### src/rtl/spi_pad_pkg.sv
package spi_pad_pkg;
    // Where the next byte for the shifter comes from
    typedef enum logic [1:0] {
        SRC_FIFO = 2'd0,
        SRC_PAD  = 2'd1,
        SRC_FILL = 2'd2
    } byte_src_e;
endpackage

### src/rtl/spi_pad_fifo.sv
module spi_pad_fifo #(
    parameter int W     = 8,
    parameter int DEPTH = 4
) (
    input  logic         clk,
    input  logic         rst_n,
    input  logic         push,
    input  logic [W-1:0] wdata,
    input  logic         pop,
    output logic [W-1:0] head,
    output logic         full,
    output logic         empty,
    output logic         push_acc
);
    localparam int AW = $clog2(DEPTH);

    typedef struct packed {
        logic [DEPTH-1:0][W-1:0] mem;
        logic [AW-1:0]           wr;
        logic [AW-1:0]           rd;
        logic [AW:0]             cnt;
    } fifo_st_t;

    fifo_st_t st_d, st_q;
    logic pop_acc;

    assign full     = (st_q.cnt == (AW+1)'(DEPTH));
    assign empty    = (st_q.cnt == '0);
    assign head     = st_q.mem[st_q.rd];
    assign push_acc = push & ~full;
    assign pop_acc  = pop & ~empty;

    always_comb begin
        st_d = st_q;
        if (push_acc) begin
            st_d.mem[st_q.wr] = wdata;
            st_d.wr           = st_q.wr + 1'b1;
        end
        if (pop_acc) begin
            st_d.rd = st_q.rd + 1'b1;
        end
        case ({push_acc, pop_acc})
            2'b10:   st_d.cnt = st_q.cnt + 1'b1;
            2'b01:   st_d.cnt = st_q.cnt - 1'b1;
            default: st_d.cnt = st_q.cnt;
        endcase
    end

    always_ff @(posedge clk or negedge rst_n) begin
        if (!rst_n) st_q <= '0;
        else        st_q <= st_d;
    end
endmodule

### src/rtl/spi_pad_ser.sv
module spi_pad_ser #(
    parameter int W = 8
) (
    input  logic         clk,
    input  logic         rst_n,
    input  logic         active,
    input  logic         sel_fall,
    input  logic         sclk_rise,
    input  logic         sclk_fall,
    input  logic [W-1:0] load_byte,
    output logic         load_req,
    output logic         bit_out
);
    localparam int CW = $clog2(W);

    typedef struct packed {
        logic [W-1:0]  sh;
        logic [CW-1:0] cnt;
    } ser_st_t;

    ser_st_t st_d, st_q;
    logic    last_edge;

    assign last_edge = active & sclk_rise & (st_q.cnt == CW'(W-1));
    assign load_req  = sel_fall | last_edge;
    assign bit_out   = st_q.sh[W-1];

    always_comb begin
        st_d = st_q;
        if (!active) begin
            st_d.cnt = '0;
        end else if (sclk_rise) begin
            st_d.cnt = (st_q.cnt == CW'(W-1)) ? '0 : st_q.cnt + 1'b1;
        end
        if (load_req) begin
            st_d.sh = load_byte;
        end else if (active && sclk_fall && (st_q.cnt != '0)) begin
            st_d.sh = {st_q.sh[W-2:0], 1'b0};
        end
    end

    always_ff @(posedge clk or negedge rst_n) begin
        if (!rst_n) st_q <= '0;
        else        st_q <= st_d;
    end
endmodule

### src/rtl/spi_pad_arm.sv
module spi_pad_arm (
    input  logic clk,
    input  logic rst_n,
    input  logic nssel,
    input  logic rx_valid,
    input  logic fifo_empty,
    input  logic push_acc,
    input  logic pad_taken,
    output logic armed,
    output logic pad_pend
);
    typedef struct packed {
        logic armed;
        logic pend;
    } arm_st_t;

    arm_st_t st_d, st_q;

    assign armed    = st_q.armed;
    assign pad_pend = st_q.pend;

    always_comb begin
        st_d = st_q;
        if (nssel) begin
            st_d.armed = 1'b0;
            st_d.pend  = 1'b0;
        end else begin
            st_d.armed = st_q.armed | rx_valid;
            st_d.pend  = (st_q.pend & ~pad_taken)
                       | (st_q.armed & push_acc & fifo_empty);
        end
    end

    always_ff @(posedge clk or negedge rst_n) begin
        if (!rst_n) st_q <= '0;
        else        st_q <= st_d;
    end
endmodule

### src/rtl/spi_pad_tx.sv
module spi_pad_tx #(
    parameter int W     = 8,
    parameter int DEPTH = 4
) (
    input  logic         clk,
    input  logic         rst_n,
    input  logic         sclk,
    input  logic         nssel,
    input  logic         rx_valid,
    input  logic         pad_repeat,
    input  logic         push,
    input  logic [W-1:0] push_data,
    output logic         miso,
    output logic         tx_full,
    output logic         tx_empty
);
    import spi_pad_pkg::*;

    typedef struct packed {
        logic         sclk;
        logic         nssel;
        logic [W-1:0] last;
    } top_st_t;

    top_st_t   st_d, st_q;
    byte_src_e src;
    logic      sclk_rise, sclk_fall, sel_fall;
    logic      load_req, ser_bit, fifo_pop, pad_taken, push_acc;
    logic      armed, pad_pend;
    logic [W-1:0] head, pad_val, load_byte;

    assign sclk_rise = sclk & ~st_q.sclk;
    assign sclk_fall = ~sclk & st_q.sclk;
    assign sel_fall  = ~nssel & st_q.nssel;

    assign pad_val = pad_repeat ? st_q.last : {W{1'b1}};

    always_comb begin
        if (pad_pend)       src = SRC_PAD;
        else if (!tx_empty) src = SRC_FIFO;
        else                src = SRC_FILL;
    end

    assign load_byte = (src == SRC_FIFO) ? head : pad_val;
    assign fifo_pop  = load_req & (src == SRC_FIFO);
    assign pad_taken = load_req & (src == SRC_PAD);
    assign miso      = ~nssel & ser_bit;

    always_comb begin
        st_d       = st_q;
        st_d.sclk  = sclk;
        st_d.nssel = nssel;
        if (nssel)         st_d.last = '0;
        else if (load_req) st_d.last = load_byte;
    end

    always_ff @(posedge clk or negedge rst_n) begin
        if (!rst_n) begin
            st_q       <= '0;
            st_q.nssel <= 1'b1;
        end else begin
            st_q <= st_d;
        end
    end

    spi_pad_fifo #(.W(W), .DEPTH(DEPTH)) u_fifo (
        .clk(clk), .rst_n(rst_n), .push(push), .wdata(push_data),
        .pop(fifo_pop), .head(head), .full(tx_full), .empty(tx_empty),
        .push_acc(push_acc)
    );

    spi_pad_arm u_arm (
        .clk(clk), .rst_n(rst_n), .nssel(nssel), .rx_valid(rx_valid),
        .fifo_empty(tx_empty), .push_acc(push_acc), .pad_taken(pad_taken),
        .armed(armed), .pad_pend(pad_pend)
    );

    spi_pad_ser #(.W(W)) u_ser (
        .clk(clk), .rst_n(rst_n), .active(~nssel), .sel_fall(sel_fall),
        .sclk_rise(sclk_rise), .sclk_fall(sclk_fall), .load_byte(load_byte),
        .load_req(load_req), .bit_out(ser_bit)
    );
endmodule

### config.mk
export PLATFORM = sky130hd
export DESIGN_NAME = spi_pad_tx
export DESIGN_NICKNAME = d
export VERILOG_FILES = /design/src/rtl/spi_pad_pkg.sv /design/src/rtl/spi_pad_fifo.sv /design/src/rtl/spi_pad_ser.sv /design/src/rtl/spi_pad_arm.sv /design/src/rtl/spi_pad_tx.sv
export SDC_FILE = /design/constraint.sdc
export NUM_CORES = 1
export LEC_CHECK = 0
export ABC_CLOCK_PERIOD_IN_PS = 2170
export BUFFER_PORTS_ARGS = -buffer_cell sky130_fd_sc_hd__buf_4
export CAP_MARGIN = 20
export CORE_MARGIN = 2
export CORE_UTILIZATION = 54
export DETAILED_ROUTE_END_ITERATION = 7
export GPL_TIMING_DRIVEN = 0
export HOLD_SLACK_MARGIN = 0.02
export PLACE_DENSITY = 0.73
export SYNTH_ARGS = -nofsm -noshare
export SYNTH_HDL_FRONTEND = slang
export SYNTH_SLANG_ARGS = --single-unit
### constraint.sdc
create_clock -name clk -period 2.17 [get_ports clk]
set_input_delay 0.1085 -clock clk [delete_from_list [all_inputs] [get_ports clk]]
set_output_delay 0.1085 -clock clk [all_outputs]
set_load 0.02 [all_outputs]
# Word level (Yosys, flattened, before mapping)

Cells that the tools add are included.
W data, S select, Z words.

Output and inout bits: 3
Flip-flop bits (word level): 62
Logic and storage cells: 77

Muxes and demuxes: 18
Eq/ne operators: 5
$lt $le $gt $ge: 3
Reduce and logical (&&, ||, !) cells: 10
Add/sub/neg operators: 5
Bitwise operators: 22

Operators with widths:

| kind                  | number |
|---|---|
| $mux W8               | 8 |
| $bwmux W32            | 1 |
| $bmux W8 S2           | 1 |
| $demux W8 S2          | 1 |
| $and A1 B1 Y1         | 13 |
| $mux W3               | 3 |
| $reduce_bool A2 Y1    | 4 |
| $add A3 B1 Y3 const B | 2 |
| $eq A3 B3 Y1 const B  | 2 |
| $lt A2 B3 Y1 const B  | 2 |
| $mux W2               | 3 |
| $not A1 Y1            | 6 |
| $pmux W3 S2           | 1 |
| $add A2 B1 Y2 const B | 2 |
| $eq A2 B1 Y1 const B  | 2 |
| $logic_and A1 B1 Y1   | 3 |
| $logic_not A3 Y1      | 1 |
| $or A1 B1 Y1          | 3 |
| $reduce_bool A3 Y1    | 1 |
| $sub A3 B1 Y3 const B | 1 |
| $eq A2 B2 Y1 const B  | 1 |
| $ge A2 B1 Y1 const B  | 1 |
| $logic_not A2 Y1      | 1 |

# Logic depth before layout (Yosys ltp)

Word-level depth: 10
Gate-level depth with buffers: 12
Gate-level depth less buffers: 11

# Cells and area by module

Synthesis repeated with hierarchy kept, for this count alone.

Cell total of the unflattened synthesis: 249
Area total of the unflattened synthesis: 3060.4 µm²

By module, submodules not included:

| module       | times used | cells each | area an instance (µm²) |
|---|---|---|---|
| spi_pad_fifo | 1          | 115        | 1796.7 |
| spi_pad_ser  | 1          | 61         | 604.3 |
| spi_pad_tx   | 1          | 66         | 585.6 |
| spi_pad_arm  | 1          | 7          | 73.8 |

# Worst setup path after synthesis

Ideal clock, no wire load.

Path type: reg-to-reg
From: reg u_fifo.st_q[1] (netlist bit)
To: reg u_fifo.st_q[2] (netlist bit)
Clock period less this slack: 2.378 ns
Stages on the path, launching flop included: 11
Path buffers: 1
Arrival time: 2.299 ns
Path slack: -0.208 ns
Library setup time: 0.079 ns
Path through: dfrtp_1 > nor3b_1 > nor2b_1 > buf_2 > inv_1 > ha_1 > inv_1 > fa_1 > xor2_1 > nor2_1 > xor2_1

Elaborated cells between the ends (all ways): 16

RTL lines:

| item                                                     | line               | RTL |
|---|---|---|
| start, declared                                          | spi_pad_fifo.sv:24 | `fifo_st_t st_d, st_q;` |
| start signal, assigned                                   | spi_pad_fifo.sv:51 | `else st_q <= st_d;` |
| $eq A3 B3 Y1 *                                           | spi_pad_fifo.sv:27 | `assign full = (st_q.cnt == (AW+1)'(DEPTH));` |
| net tx_full                                              | spi_pad_tx.sv:14   | `output logic tx_full,` |
| $not A1 Y1 *                                             | spi_pad_fifo.sv:30 | `assign push_acc = push & ~full;` |
| $and A1 B1 Y1 *                                          | spi_pad_fifo.sv:30 |  |
| $eq A2 B1 Y1 / $eq A2 B2 Y1 (equally long branches)      | spi_pad_fifo.sv:42 | `case ({push_acc, pop_acc})` |
| $pmux W3 S2 / $reduce_bool A2 Y1 (equally long branches) | n/a                |  |

The timed path passes the listed nets; every way through them passes the cells marked *.
A chain may end at the register's enable or synchronous reset.

# Final worst setup path

From: reg u_ser.st_q[1] (netlist bit)
To: reg u_fifo.st_q[2] (netlist bit)

Cells in the longest elaborated chain, start to end: 7
Elaborated cells between the ends (all ways): 9

RTL lines:

| item                                                     | line               | RTL |
|---|---|---|
| start, declared                                          | spi_pad_ser.sv:21  | `ser_st_t st_d, st_q;` |
| start signal, assigned                                   | spi_pad_ser.sv:44  | `else st_q <= st_d;` |
| $eq A3 B3 Y1 *                                           | spi_pad_ser.sv:24  | `assign last_edge = active & sclk_rise & (st_q.cnt == CW'(W-1));` |
| $and A1 B1 Y1 *                                          | spi_pad_ser.sv:24  |  |
| $or A1 B1 Y1 *                                           | spi_pad_ser.sv:25  | `assign load_req = sel_fall \| last_edge;` |
| $and A1 B1 Y1 *                                          | spi_pad_tx.sv:45   | `assign fifo_pop = load_req & (src == SRC_FIFO);` |
| $and A1 B1 Y1 *                                          | spi_pad_fifo.sv:31 | `assign pop_acc = pop & ~empty;` |
| net u_fifo.pop_acc                                       | spi_pad_fifo.sv:25 | `logic pop_acc;` |
| $eq A2 B1 Y1 / $eq A2 B2 Y1 (equally long branches)      | spi_pad_fifo.sv:42 |  |
| $pmux W3 S2 / $reduce_bool A2 Y1 (equally long branches) | n/a                |  |

Marked as above.

==> metrics <==
status=finished, violations left; violated checks=negative setup slack; sequential power share=0.413; final count of hold timing violations=0; setup TNS=-113.3 ps; Tightest Pin Transition=~850 ps; vias in the first global route=1985; switching pwr=roughly 0.0014 W; Site Rows=26; clock tree root driver cell=clkbuf_8; Seq cells post-synth=between 60 and 70; dpl ws=-344.4 ps; syn avg cell area=approximately 13 µm²; Syn Nets=approximately 250; library cells used by synthesis=41; Worst EP arrival=around 2500 ps; largest net degree at the start of global routing=63; Final setup viols=1; yosys warns=0; GRT Total Usage=0.2043; CP Class=reg -> reg; Synth Instances=~230; DR DRC count=0; VDD IR max=~770 µV; switching share of total power=0.3030; top-level port count=18; clock buffer count from CTS=9; sequential cell area fraction in the yosys report=0.5256; crit path max fanout=3; CTS tree=done; DR vias/cell=approximately 5.5; CORE AREA=roughly 5200 µm²; Chip Width=between 70 and 80 µm; clock-pin slew on the worst setup and hold paths=~70 ps; Final period util=1.052; Post-DRT Antenna Nets=0; Pint=0.003236 W; clk_lat worst skew=340 ps; grt ovf=0; Fmax=roughly 440 MHz; startpoint types=register; Pre-antenna DRT Iters=5; smallest setup slack after layout=-113.3 ps; Post-synth EDFFs=0; Die Span Y=77.96 µm; Net count, final=~300; CTS max path bufs=2; clock skew=6.279 ps; crit end category=register; final WL=~5500 µm; n_diodes=0; H-tree Lvls=3; Worst Hold Class=in -> reg; clock sink total=62; share of cells above drive strength 1=0.3646; P&R area growth vs syn=21.05%; area of the die=6078 µm²; Max-Cap Viols=0; wire length per cell=15.86 µm; Starting Density=0.5675; Synth async-reset ratio=1.000; total vias in the final route=about 1900; initial antenna violation count=0; first-pass GRT wire length=around 9400 µm; post-DP HPWL=3517 µm; CP required=2430 ps; power per cell area=about 1300 nW/µm²; Final Critical Period=about 2300 ps; RSZ-0062 raised after global routing=true; Clock Power Share=0.241; Comb power frac=0.346; synthesized area=approximately 3000 µm²; Initial DRC Count=between 100 and 150; Max Slew Vio Count=0; ys flop type=dfrtp_1; PortBufs=17; P_leak=about 1.6 nW; slew margin rel.=0.4314; Placer Congestion=a little over 0.8
[worst max-delay path, stage by stage (launching register included)]
cell      delay [ps]
dfrtp_1          370
ha_2             200
ha_4             130
and3b_1          160
buf_6            110
o21bai_4          80
nor3_4           150
ha_2             230
inv_2             40
fa_2             320
xor2_1           140
nor2_1           110
xor2_1           170
[state kept, by name, indices dropped and copies added (netlist names)]
register        flops
u_fifo.st_q        39
u_arm.armed         1
u_arm.pad_pend      1
st_q               10
u_ser.bit_out       1
u_ser.st_q         10
[cells by family after synthesis]
family          synth area share
flops                     0.5256
simple gates             0.09107
mux                       0.1889
compound gates            0.1021
buf+inv                  0.03388
fa+ha+maj                0.04066
xor+xnor                 0.01779
[cell usage in the layout, fill, tap and decap left out, drive strengths merged, types with 2 or more instances in the layout]
cell         Yosys  layout
or3              4       4
xor2             3       3
o311ai           7       7
inv             10      10
mux2            32      32
nor3             4       4
buf              7      32
mux4             8       8
dfrtp           61      61
a2bb2oi          7       7
ha               8       8
bufinv           0       2
a211oi           7       7
xnor2            3       3
dlygate4sd3      0       8
nand2           20      20
nor2            12      12
a21oi            3       3
o21ai           11      11
clkbuf           1      14
nor2b            6       6
[power by group through the flow]
stage	logic (W)	clock network [W]	registers (W)
5_1_grt	0.00177	0.00119	0.00197
6_report	0.00161	0.00112	0.00192
3_5_place_dp	0.00157	0	0.00192
2_1_floorplan	0.00125	0	0.00184
3_3_place_gp	0.00152	0	0.00190
4_1_cts	0.00162	0.00114	0.00191
[per-layer routing]
metal | wire length [µm] | GRT usage | vias up | part of all wire
met1 | 2529 | 0.2638 | 967 | 0.46
met2 | 2682 | 0.3224 | 29 | 0.49
li1 | - | - | 913 | -
met4 | 103 | 0.08947 | 0 | 0.019
met3 | 188 | 0.05930 | 9 | 0.034
met5 | 0 | 0 | - | 0
[stage by stage]
| step | utilization | area (µm²) | std cells | power [W] | hold slack [ps] |
|---|---|---|---|---|---|
| after floorplan | - | 2972 | 228 | 0.003098 | -187.1 |
| after global placement | 0.6123 | 3187 | 315 | 0.003426 | 233.0 |
| after detailed placement | 0.6123 | 3187 | 315 | 0.003494 | 232.9 |
| after CTS | 0.6829 | 3555 | 345 | 0.004667 | 22.10 |
| after global routing | 0.6870 | 3576 | 347 | 0.004929 | 26.70 |
| final | 0.6870 | 3576 | 347 | 0.004643 | 33.68 |
[what timing repair did]
| item | 4_1_cts | 5_1_grt |
|---|---|---|
| buffers inserted | 6 | 2 |
| hold buffers | 8 | 0 |
| gates resized for setup | 8 | 1 |
| pin swaps | 7 | 7 |
| setup endpoints to repair | 2 | 15 |
| gates cloned | 0 | 0 |
| endpoints found under the hold margin | 75 | 0 |
[area by class of cell]
| class | instances | area [µm²] |
|---|---|---|
| fill | 389 | 1629 |
| sequential | 62 | 1553 |
| multi-input combinational | 148 | 1351 |
| timing repair buffer | 33 | 267.8 |
| clock buffer | 13 | 148.9 |
| tap | 70 | 87.58 |
| clock inverter | 3 | 67.56 |
| buffer | 8 | 62.56 |
| inverter | 10 | 37.54 |
[cells in the mapped netlist (all sizes together), types with 3 or more instances]
library cell | count | area (µm²)
dfrtp | 61 | 1526
mux2 | 32 | 360.4
nand2 | 20 | 85.08
nor2 | 12 | 47.55
o21ai | 11 | 55.05
inv | 10 | 37.54
ha | 8 | 100.1
mux4 | 8 | 187.7
a211oi | 7 | 52.55
a2bb2oi | 7 | 61.31
buf | 7 | 58.80
o311ai | 7 | 61.31
nor2b | 6 | 37.54
nor3 | 4 | 25.02
or3 | 4 | 25.02
a21oi | 3 | 15.01
xnor2 | 3 | 26.28
xor2 | 3 | 26.28
[worst paths after layout]
path | startpoint | endpoint | slack (ps) | cells past startpoint
worst max register to register | u_ser.st_q[1]$_DFFE_PN0P_ | u_fifo.st_q[2]$_DFFE_PN0P_ | -110 | 12
min in group asynchronous | rst_n | u_ser.st_q[0]$_DFFE_PN0P_ | 390 | 2
worst min register to register | st_q[4]$_DFFE_PN0P_ | st_q[4]$_DFFE_PN0P_ | 490 | 2
worst min-delay path | push_data[7] | u_fifo.st_q[14]$_DFFE_PN0P_ | 30 | 2
worst max-delay path | u_ser.st_q[1]$_DFFE_PN0P_ | u_fifo.st_q[2]$_DFFE_PN0P_ | -110 | 12
max in group asynchronous | rst_n | st_q[7]$_DFFE_PN0P_ | 1280 | 2
No activity file was read; power rests on OpenSTA's default activity.
